==> config.mk <==
export PLATFORM = sky130hd
export DESIGN_NAME = lut_trigger_eval
export DESIGN_NICKNAME = d
export VERILOG_FILES = /design/src/rtl/lte_pkg.sv /design/src/rtl/lte_quad_bank.sv /design/src/rtl/lte_glue.sv /design/src/rtl/lte_history.sv /design/src/rtl/lut_trigger_eval.sv
export SDC_FILE = /design/constraint.sdc
export NUM_CORES = 1
export LEC_CHECK = 0
export BUFFER_PORTS_ARGS = -buffer_cell sky130_fd_sc_hd__buf_4
export CAP_MARGIN = 20
export CORE_ASPECT_RATIO = 0.9
export CORE_UTILIZATION = 35
export DETAILED_ROUTE_END_ITERATION = 8
export SYNTH_ARGS = -nofsm -noshare
export SYNTH_HDL_FRONTEND = slang
export SYNTH_SLANG_ARGS = --single-unit
==> constraint.sdc <==
create_clock -name clk -period 3.9 [get_ports clk]
set_input_delay 0.78 -clock clk [delete_from_list [all_inputs] [get_ports clk]]
set_output_delay 0.78 -clock clk [all_outputs]
set_load 0.1 [all_outputs]
==> src/rtl/lte_pkg.sv <==
package lte_pkg;
   localparam int QUAD_W    = 4;
   localparam int TBL_DEPTH = 1 << QUAD_W;
   localparam int ROW_W     = QUAD_W;
   localparam int N_UNITS   = 2;
   localparam int GLUE_W    = 2 * N_UNITS;

   typedef logic [TBL_DEPTH-1:0] tbl_t;
   typedef logic [ROW_W-1:0]     row_t;
endpackage

==> src/rtl/lte_quad_bank.sv <==
module lte_quad_bank
   import lte_pkg::*;
#(
   parameter int   NUM_QUADS = 4,
   parameter logic RESET_BIT = 1'b1,
   localparam int  CH        = NUM_QUADS * QUAD_W
) (
   input  logic                 clk,
   input  logic                 rst_n,
   input  logic                 wr_en,
   input  row_t                 wr_row,
   input  logic [NUM_QUADS-1:0] wr_bits,
   input  logic [CH-1:0]        sample,
   output logic                 match_o
);
   tbl_t                 tbl_q [NUM_QUADS];
   logic [NUM_QUADS-1:0] quad_hit;

   generate
      for (genvar q = 0; q < NUM_QUADS; q++) begin : g_quad
         always_ff @(posedge clk) begin
            if (!rst_n) begin
               tbl_q[q] <= {TBL_DEPTH{RESET_BIT}};
            end else if (wr_en) begin
               tbl_q[q][wr_row] <= wr_bits[q];
            end
         end

         assign quad_hit[q] = tbl_q[q][sample[q*QUAD_W +: QUAD_W]];

         AST_ROW_WRITE: assert property (@(posedge clk) disable iff (!rst_n)
            wr_en |=> tbl_q[q][$past(wr_row)] == $past(wr_bits[q]));
      end
   endgenerate

   assign match_o = &quad_hit;
endmodule

==> src/rtl/lte_glue.sv <==
module lte_glue
   import lte_pkg::*;
(
   input  logic              clk,
   input  logic              rst_n,
   input  logic              wr_en,
   input  row_t              wr_row,
   input  logic              wr_bit,
   input  logic [GLUE_W-1:0] idx,
   output logic              hit_o
);
   tbl_t glue_q;

   always_ff @(posedge clk) begin
      if (!rst_n) begin
         glue_q <= '0;
      end else if (wr_en) begin
         glue_q[wr_row] <= wr_bit;
      end
   end

   assign hit_o = glue_q[idx];

   AST_GLUE_WRITE: assert property (@(posedge clk) disable iff (!rst_n)
      wr_en |=> glue_q[$past(wr_row)] == $past(wr_bit));
endmodule

==> src/rtl/lte_history.sv <==
module lte_history
   import lte_pkg::*;
(
   input  logic               clk,
   input  logic               rst_n,
   input  logic               valid,
   input  logic [N_UNITS-1:0] cur,
   output logic [N_UNITS-1:0] prev_eff_o
);
   logic [N_UNITS-1:0] prev_q;
   logic               seen_q;

   always_ff @(posedge clk) begin
      if (!rst_n) begin
         prev_q <= '0;
         seen_q <= 1'b0;
      end else if (valid) begin
         prev_q <= cur;
         seen_q <= 1'b1;
      end
   end

   assign prev_eff_o = seen_q ? prev_q : cur;

   AST_PREV_HOLD: assert property (@(posedge clk) disable iff (!rst_n)
      !valid |=> $stable(prev_q) && $stable(seen_q));
endmodule

==> src/rtl/lut_trigger_eval.sv <==
module lut_trigger_eval
   import lte_pkg::*;
#(
   parameter int NUM_QUADS = 4
) (
   input  logic                   clk,
   input  logic                   rst_n,
   input  logic                   sample_valid_i,
   input  logic [NUM_QUADS*4-1:0] sample_i,
   input  logic                   arm_i,
   input  logic                   tbl_wr_en_i,
   input  logic [3:0]             tbl_row_i,
   input  logic [NUM_QUADS:0]     tbl_row_lo_i,
   input  logic [2*NUM_QUADS-1:0] tbl_row_hi_i,
   output logic                   trig_o
);
   localparam int GLUE_BIT = NUM_QUADS;

   generate
      if (NUM_QUADS < 1 || NUM_QUADS > 4) begin : g_bad_quads
         $error("lut_trigger_eval: NUM_QUADS must be 1..4");
      end
      if (QUAD_W != 4 || GLUE_W != TBL_DEPTH / 4) begin : g_bad_shape
         $error("lut_trigger_eval: table shape mismatch");
      end
   endgenerate

   logic               lvl_hit;
   logic [N_UNITS-1:0] unit_cur;
   logic [N_UNITS-1:0] unit_prev;
   logic [GLUE_W-1:0]  glue_idx;
   logic               glue_hit;
   logic               fire;
   logic               armed_q;
   logic               trig_q;

   lte_quad_bank #(.NUM_QUADS(NUM_QUADS), .RESET_BIT(1'b1)) u_level (
      .clk     (clk),
      .rst_n   (rst_n),
      .wr_en   (tbl_wr_en_i),
      .wr_row  (tbl_row_i),
      .wr_bits (tbl_row_lo_i[NUM_QUADS-1:0]),
      .sample  (sample_i),
      .match_o (lvl_hit)
   );

   generate
      for (genvar u = 0; u < N_UNITS; u++) begin : g_unit
         lte_quad_bank #(.NUM_QUADS(NUM_QUADS), .RESET_BIT(1'b1)) u_xbank (
            .clk     (clk),
            .rst_n   (rst_n),
            .wr_en   (tbl_wr_en_i),
            .wr_row  (tbl_row_i),
            .wr_bits (tbl_row_hi_i[u*NUM_QUADS +: NUM_QUADS]),
            .sample  (sample_i),
            .match_o (unit_cur[u])
         );
         assign glue_idx[2*u]   = unit_cur[u];
         assign glue_idx[2*u+1] = unit_prev[u];
      end
   endgenerate

   lte_history u_hist (
      .clk        (clk),
      .rst_n      (rst_n),
      .valid      (sample_valid_i),
      .cur        (unit_cur),
      .prev_eff_o (unit_prev)
   );

   lte_glue u_glue (
      .clk    (clk),
      .rst_n  (rst_n),
      .wr_en  (tbl_wr_en_i),
      .wr_row (tbl_row_i),
      .wr_bit (tbl_row_lo_i[GLUE_BIT]),
      .idx    (glue_idx),
      .hit_o  (glue_hit)
   );

   assign fire = sample_valid_i & armed_q & lvl_hit & glue_hit;

   always_ff @(posedge clk) begin
      if (!rst_n) begin
         armed_q <= 1'b1;
         trig_q  <= 1'b0;
      end else begin
         trig_q  <= fire;
         armed_q <= arm_i | (armed_q & ~fire);
      end
   end

   assign trig_o = trig_q;

   AST_TRIG_SINGLE: assert property (@(posedge clk) disable iff (!rst_n)
      (trig_o && !$past(arm_i)) |=> !trig_o);
   AST_TRIG_NEEDS_VALID: assert property (@(posedge clk) disable iff (!rst_n)
      trig_o |-> $past(sample_valid_i));
   AST_TRIG_NEEDS_LEVEL: assert property (@(posedge clk) disable iff (!rst_n)
      trig_o |-> $past(lvl_hit));
   AST_TRIG_NEEDS_GLUE: assert property (@(posedge clk) disable iff (!rst_n)
      trig_o |-> $past(glue_hit));
endmodule

==> metrics.csv, run 1 <==
stage,metric,value,unit
worst_setup_path,r2r_end,armed_q,
floorplan,io_pins,39,
worst_setup_path,setup.worst_path.class,in -> reg,
routing,drc,12,
synth,synth_cell_types,47,
synth,ys_seq_area_share,62.6,%
hold_path,hold_path.class,reg -> reg,
place,dp_hpwl,17000,um
floorplan,core_area,27400,um2
run_status,outcome,"finished, violations left",
grt,grt_overflow,0,
synth,async_flop_share,0,%
power_and_ir_drop,total_power,5.17,mW
clocking,cts_max_level,1,
synth,synth_edf_count,192,
clocking,cts_setup_buffers,0,
grt,antenna_found_initial,0,
grt,grt_max_degree,53,
place,post-place-ws,0.378,ns
clocking,path_clk_slew,0.06,ns
clocking,cts_sinks,213,
clocking,numCtsBuffers,22,
cells_and_area,nets,731,
floorplan,die-area,28900,um2
power_and_ir_drop,powerDensity,462,nW/um2
worst_setup_path,end_kind,flip-flop,
synth,synth_common_cells,"192 x edfxtp_1, 132 x or3_1, 55 x mux4_2",
clocking,clk_path_buf_depth,3,
timing,setup_ws,0.904,ns
timing,rsz0062_at_grt,no,
timing,tns,0,ns
timing,finalSetupViolCount,0,
worst_setup_path,cp_max_fo,12,
floorplan,placementRows,57,
synth,synth_top_area_share,58.4,%
worst_setup_path,startpoint_type,input port,
grt,grt_pass1_vias,6176,
synth,syn-num-nets,706,
synth,netlist_area,9880,um2
routing,vias,6012,
power_and_ir_drop,p_leak,3.52,nW
synth,yosysMostFrequentCell,edfxtp_1,
hold_path,min_to,u_glue.glue_q[6],
cells_and_area,area_delta_synth_final,13.4,%
floorplan,chipHeight,161,um
clocking,insertion_delay,0.51,ns
routing,routedWlPerCell,24.6,um
timing,fin_skew,0.00972,ns
routing,drt_iter0_drc,540,
cells_and_area,drive_above_1_share,30.0,%
worst_setup_path,critPathLaunch,sample_i[12],
cells_and_area,final_util,40.9,%
timing,min_period_over_period,76.8,%
cells_and_area,stdcell_area,11200,um2
routing,dr.pass1.iters,7,
timing,max-slew-margin-rel,32.3,%
synth,ys.flop_type,edfxtp_1,
clocking,clock-root-buffer,clkbuf_16,
timing,finalCriticalPeriod,3.00,ns
synth,synth-seq-cells,213,
synth,synthCells,668,
synth,yosysWarnings,0,
clocking,cts_tree,done,
grt,grt_pass1_wl,39100,um
worst_setup_path,ff2ff_setup_slack,1.13,ns
place,place_congestion,0.870,
place,placed_cell_area,10500,um2
worst_setup_path,critical_path_arrival,3.39,ns
place,portBuffers,38,
synth,yosys-top-cells-area,"edfxtp_1 58%, mux4_2 13%, or3_1 8.4%, dfxtp_1 4.3%, or2_2 3.2%",
floorplan,initial_core_util,36.1,%
clocking,ctsResizeCount,0,
run_status,failed_checks,DRC,
cells_and_area,final-instance-count-excl-fill,1064,
timing,max_slew.worst_pin.slew,1.02,ns
synth,syn_avg_cell_area,14.8,um2
timing,drv_slew,0,
worst_setup_path,reg2reg_from,g_unit[1].u_xbank.tbl_q[3][2],
job,max_cap_violations,0,
worst_setup_path,rr_worst_depth,9,
timing,fmax,334,MHz
synth,yosys.area.top_type,edfxtp_1,
power_and_ir_drop,ir_worst_vdd,306,uV
hold_path,hold_depth,2,
timing,whs,0.467,ns
grt,globalRouteTotalUtil,18.6,%
routing,antenna_left,0,
hold_path,worstHoldStart,u_glue.glue_q[6],
floorplan,die_x,179,um
place,dpl.cell_count,1023,
routing,viasPerCell,5.65,
worst_setup_path,crit_required,4.29,ns
routing,routed_wl,26200,um
timing,hold_violations,0,
clocking,cts_hold_buf,0,
## power breakdown
group          internal [mW]  switching, mW  total (mW)
Clock                   1.21          0.861        2.07
Sequential              2.61         0.0392        2.65
Combinational          0.183          0.267       0.450
## sequential cells by signal (all words and copies together), names as in the netlist
signal and flops:
u_hist.prev_q 2, armed_q 1, g_unit.u_xbank.tbl_q 128, u_glue.glue_q 16, u_hist.seen_q 1, trig_o 1
u_level.tbl_q 64
## worst max path at each step
stage	end
finish	armed_q
CTS	armed_q
global route	armed_q
global placement	armed_q
detailed placement	armed_q
floorplan	armed_q
## final cells by class
cell class                 count  area (um2)
clock buffer                  29         598
antenna                        1        2.50
sequential                   213        6190
timing repair buffer          68         510
clock inverter                11         108
fill                        2505       16200
inverter                      22        82.6
multi-input combinational    366        3270
tap                          354         443
## cells by family after synthesis
kind of cell / Yosys count / synth area share (%)
multiplexers: 67 / 13.9
AO/OA/AOI/OAI: 57 / 4.29
AND/OR/NAND/NOR: 242 / 14.8
buffers and inverters: 89 / 4.36
flip-flops: 213 / 62.6
## cells in the final DEF, fill, tap and decap left out, types with 4 or more instances in the layout
cell,n
o21ai_1,17
nand4_1,5
a31oi_1,7
clkinv_2,4
nand2b_1,15
o32ai_1,11
inv_1,22
o22ai_1,4
clkbuf_1,6
nor2_1,6
edfxtp_1,192
nor2b_1,5
mux2i_1,11
clkbuf_16,23
buf_4,68
or2_2,51
or3_1,132
dfxtp_1,21
mux4_2,55
nand3_1,4
nand2_1,16
## layer usage
layer	track usage, %	vias up	wire (um)
li1	-	2637	-
met1	28.4	3094	11900
met2	27.3	240	11800
met3	3.41	41	1940
met4	4.70	0	532
met5	0	-	0
## critical path, stage by stage
cell and delay, ns:
buf_4 0.24, mux4_2 0.52, nor2b_1 0.15, a211o_1 0.26, and3_1 0.29, and2_4 0.26
o221a_4 0.28, a2111oi_4 0.35, o311a_1 0.22, o21ai_1 0.05
Power figures use the tool's default switching activity.
==> run 2, diff against run 1 <==
--- a/config.mk
+++ b/config.mk
@@ -5,6 +5,7 @@
 export SDC_FILE = /design/constraint.sdc
 export NUM_CORES = 1
 export LEC_CHECK = 0
+export ABC_AREA = 1
 export BUFFER_PORTS_ARGS = -buffer_cell sky130_fd_sc_hd__buf_4
 export CAP_MARGIN = 20
 export CORE_ASPECT_RATIO = 0.9
==> constraint.sdc (replaced) <==
create_clock -name clk -period 2.75 [get_ports clk]
set_input_delay 0.55 -clock clk [delete_from_list [all_inputs] [get_ports clk]]
set_output_delay 0.55 -clock clk [all_outputs]
set_load 0.1 [all_outputs]
==> metrics.csv, run 2 <==
stage,metric,value,unit,change
run_status,outcome,"finished, final reports clean",,"was finished, violations left"
grt,grt_overflow,0,,unchanged
cells_and_area,area_delta_synth_final,14.1,%,was 13.4%
clocking,insertion_delay,0.51,ns,about the same
place,place_congestion,0.833,,was 0.870
timing,fmax,509,MHz,
routing,drc,0,,was 12
timing,min_period_over_period,71.5,%,
synth,yosys-top-cells-area,"edfxtp_1 59%, nand2_1 15%, nand3_1 6.1%, dfxtp_1 4.3%, inv_1 2.3%",,"was edfxtp_1 58%, mux4_2 13%, or3_1 8.4%, dfxtp_1 4.3%, or2_2 3.2%"
clocking,ctsResizeCount,0,,unchanged
grt,met1_usage,27.9,%,was 28.4%
clocking,cts_hold_buf,0,,unchanged
synth,synth_cell_types,34,,was 47
hold_path,hold_path.class,in -> reg,,was reg -> reg
clocking,cts_tree,done,,unchanged
timing,max_slew.worst_pin.slew,0.646,ns,was 1.02 ns
worst_setup_path,end_kind,flip-flop,,unchanged
grt,grt.busiest_layer,met2,,was met1
timing,rsz0062_at_grt,no,,unchanged
worst_setup_path,slowest_delay,0.39,ns,was 0.52 ns
job,max_cap_violations,0,,unchanged
timing,tns,0,ns,unchanged
cells_and_area,final_common_cell,nand2_1,,was edfxtp_1
clocking,cts_max_level,1,,unchanged
synth,yosysMostFrequentCell,nand2_1,,was edfxtp_1
routing,antenna_left,0,,unchanged
cells_and_area,nets,1104,,was 731
power_and_ir_drop,p_leak,4.27,nW,was 3.52 nW
timing,hold_violations,0,,unchanged
clocking,cts_setup_buffers,0,,unchanged
cells_and_area,n_antenna_cell,0,,was 1
routing,routed_wl,27200,um,was 26200 um
worst_setup_path,startpoint_type,input port,,unchanged
clocking,path_clk_slew,0.06,ns,about the same
worst_setup_path,crit_required,3.15,ns,was 4.29 ns
floorplan,die-area,28800,um2,was 28900 um2
clocking,clock-root-buffer,clkbuf_16,,unchanged
synth,syn-num-nets,1066,,was 706
synth,async_flop_share,0,%,unchanged
place,dp_hpwl,17800,um,was 17000 um
synth,synth_top_area_share,58.6,%,was 58.4%
synth,netlist_area,9840,um2,was 9880 um2
synth,synth_edf_count,192,,unchanged
synth,ys_seq_area_share,62.8,%,was 62.6%
synth,syn_avg_cell_area,9.58,um2,was 14.8 um2
synth,synth-seq-cells,213,,unchanged
power_and_ir_drop,total_power,7.44,mW,was 5.17 mW
routing,routedWlPerCell,19.0,um,was 24.6 um
cells_and_area,final-instance-count-excl-fill,1436,,was 1064
cells_and_area,mostFrequentLayoutCells,"402 x nand2_1, 192 x edfxtp_1, 120 x nand3_1",,"was 192 x edfxtp_1, 132 x or3_1, 68 x buf_4"
timing,max-slew-margin-rel,56.9,%,was 32.3%
cells_and_area,largest_reg_flops,128,,unchanged
clocking,numCtsBuffers,23,,was 22
cells_and_area,drive_above_1_share,13.1,%,was 30.0%
floorplan,core_area,27300,um2,was 27400 um2
floorplan,initial_core_util,36.0,%,was 36.1%
timing,finalCriticalPeriod,1.97,ns,
floorplan,placementRows,57,,unchanged
power_and_ir_drop,powerDensity,662,nW/um2,was 462 nW/um2
worst_setup_path,critical_path_arrival,2.37,ns,was 3.39 ns
worst_setup_path,ff2ff_setup_slack,0.91,ns,was 1.13 ns
synth,yosysWarnings,0,,unchanged
grt,globalRouteTotalUtil,19.1,%,was 18.6%
cells_and_area,final_util,41.1,%,was 40.9%
grt,met2_usage,29.5,%,was 27.3%
grt,antenna_found_initial,0,,unchanged
synth,synthCells,1028,,was 668
floorplan,chipHeight,161,um,about the same
place,portBuffers,38,,unchanged
timing,fin_skew,0.00665,ns,was 0.00972 ns
place,dpl.cell_count,1395,,was 1023
grt,grt_pass1_vias,6921,,was 6176
routing,dr.pass1.iters,5,,was 7
cells_and_area,reg_top3,"g_unit.u_xbank.tbl_q x128, u_level.tbl_q x64, u_glue.glue_q x16",,unchanged
worst_setup_path,cpMaxStageDelayCell,o32ai_1,,was mux4_2
floorplan,die_x,179,um,about the same
timing,finalSetupViolCount,0,,unchanged
power_and_ir_drop,ir_worst_vdd,371,uV,was 306 uV
worst_setup_path,cp_max_fo,13,,was 12
routing,drt_iter0_drc,868,,was 540
routing,viasPerCell,5.11,,was 5.65
synth,ys.flop_type,edfxtp_1,,unchanged
grt,grt_pass1_wl,41100,um,was 39100 um
worst_setup_path,setup.worst_path.class,in -> reg,,unchanged
worst_setup_path,cp_cell_sequence,buf_4 > inv_2 > o21ai_0 > o22ai_1 > nor2_1 > o32ai_1 > nand3_1 > nor2_1 > nand3_2 > nand2_1 > nand2_1,,was buf_4 > mux4_2 > nor2b_1 > a211o_1 > and3_1 > and2_4 > o221a_4 > a2111oi_4 > o311a_1 > o21ai_1
clocking,clk_path_buf_depth,3,,unchanged
timing,drv_slew,0,,unchanged
grt,gr-usage-met3,2.92,%,was 3.41%
cells_and_area,top_register,g_unit.u_xbank.tbl_q,,unchanged
grt,grt_max_degree,29,,was 53
clocking,cts_sinks,213,,unchanged
synth,yosys.area.top_type,edfxtp_1,,unchanged
timing,whs,0.237,ns,was 0.467 ns
routing,vias,7339,,was 6012
synth,synth_common_cells,"402 x nand2_1, 192 x edfxtp_1, 120 x nand3_1",,"was 192 x edfxtp_1, 132 x or3_1, 55 x mux4_2"
floorplan,io_pins,39,,unchanged
[run 2: cell count changes after synthesis, sizes merged, moves of 10 or more]
cell and delta:
clkbuf -23, buf +19, mux2i -11, o21ai +25
nand3 +121, inv +45, or3 -132, nand2b -16
nand2 +400, or2 -50, o32ai -10, mux4 -56
o22ai +20, nor2 +53
[run 2: metrics by stage]
step / area (um2) / worst slack (ns)
finish: 11200 / 0.784
global route: 11200 / 0.601
CTS: 11200 / 0.806
detailed placement: 10500 / 0.302
global placement: 10500 / 0.341
floorplan: 9840 / 0.709
[run 2: worst paths after layout]
check	startpoint	to	cells after the start
worst min-delay path	arm_i	armed_q	3
worst max-delay path	sample_i[5]	armed_q	11
worst max register to register	u_level.tbl_q[1][2]	armed_q	9
worst min register to register	u_glue.glue_q[14]	u_glue.glue_q[14]	2
[run 2: power by group]
group / switching (mW) / internal [mW] / leakage, nW / total, mW
registers: 0.0552 / 3.69 / 2.10 / 3.75
logic: 0.451 / 0.194 / 1.81 / 0.645
clock network: 1.24 / 1.80 / 0.365 / 3.04
total: 1.74 / 5.69 / 4.27 / 7.44
[run 2: final cells by class]
type,count,area [um2]
fill,2622,16100
clock inverter,16,148
timing repair buffer,74,581
clock buffer,25,583
multi-input combinational,686,3010
tap,354,443
sequential,213,6190
inverter,68,278
[run 2: cell families (layout without fill, tap and decap cells)]
kind of cell / after synthesis / after routing / share of synthesized area (%)
DFF: 213 / 213 / 62.8
and+or+nand+nor: 611 / 611 / 26.1
AOI/OAI and AO/OA: 75 / 75 / 4.35
buffers and inverters: 129 / 183 / 6.76
[run 2: critical path: cells and delay by family]
kind,cells,cell delay (ns)
compound gates,3,0.70
simple gates,6,0.74
buf+inv,2,0.37
[run 2: routing by layer]
layer	part of all wire, %	wire length [um]
met1	46	12400
met2	44	12100
met3	7.5	2030
met4	2.5	677
met5	0	0
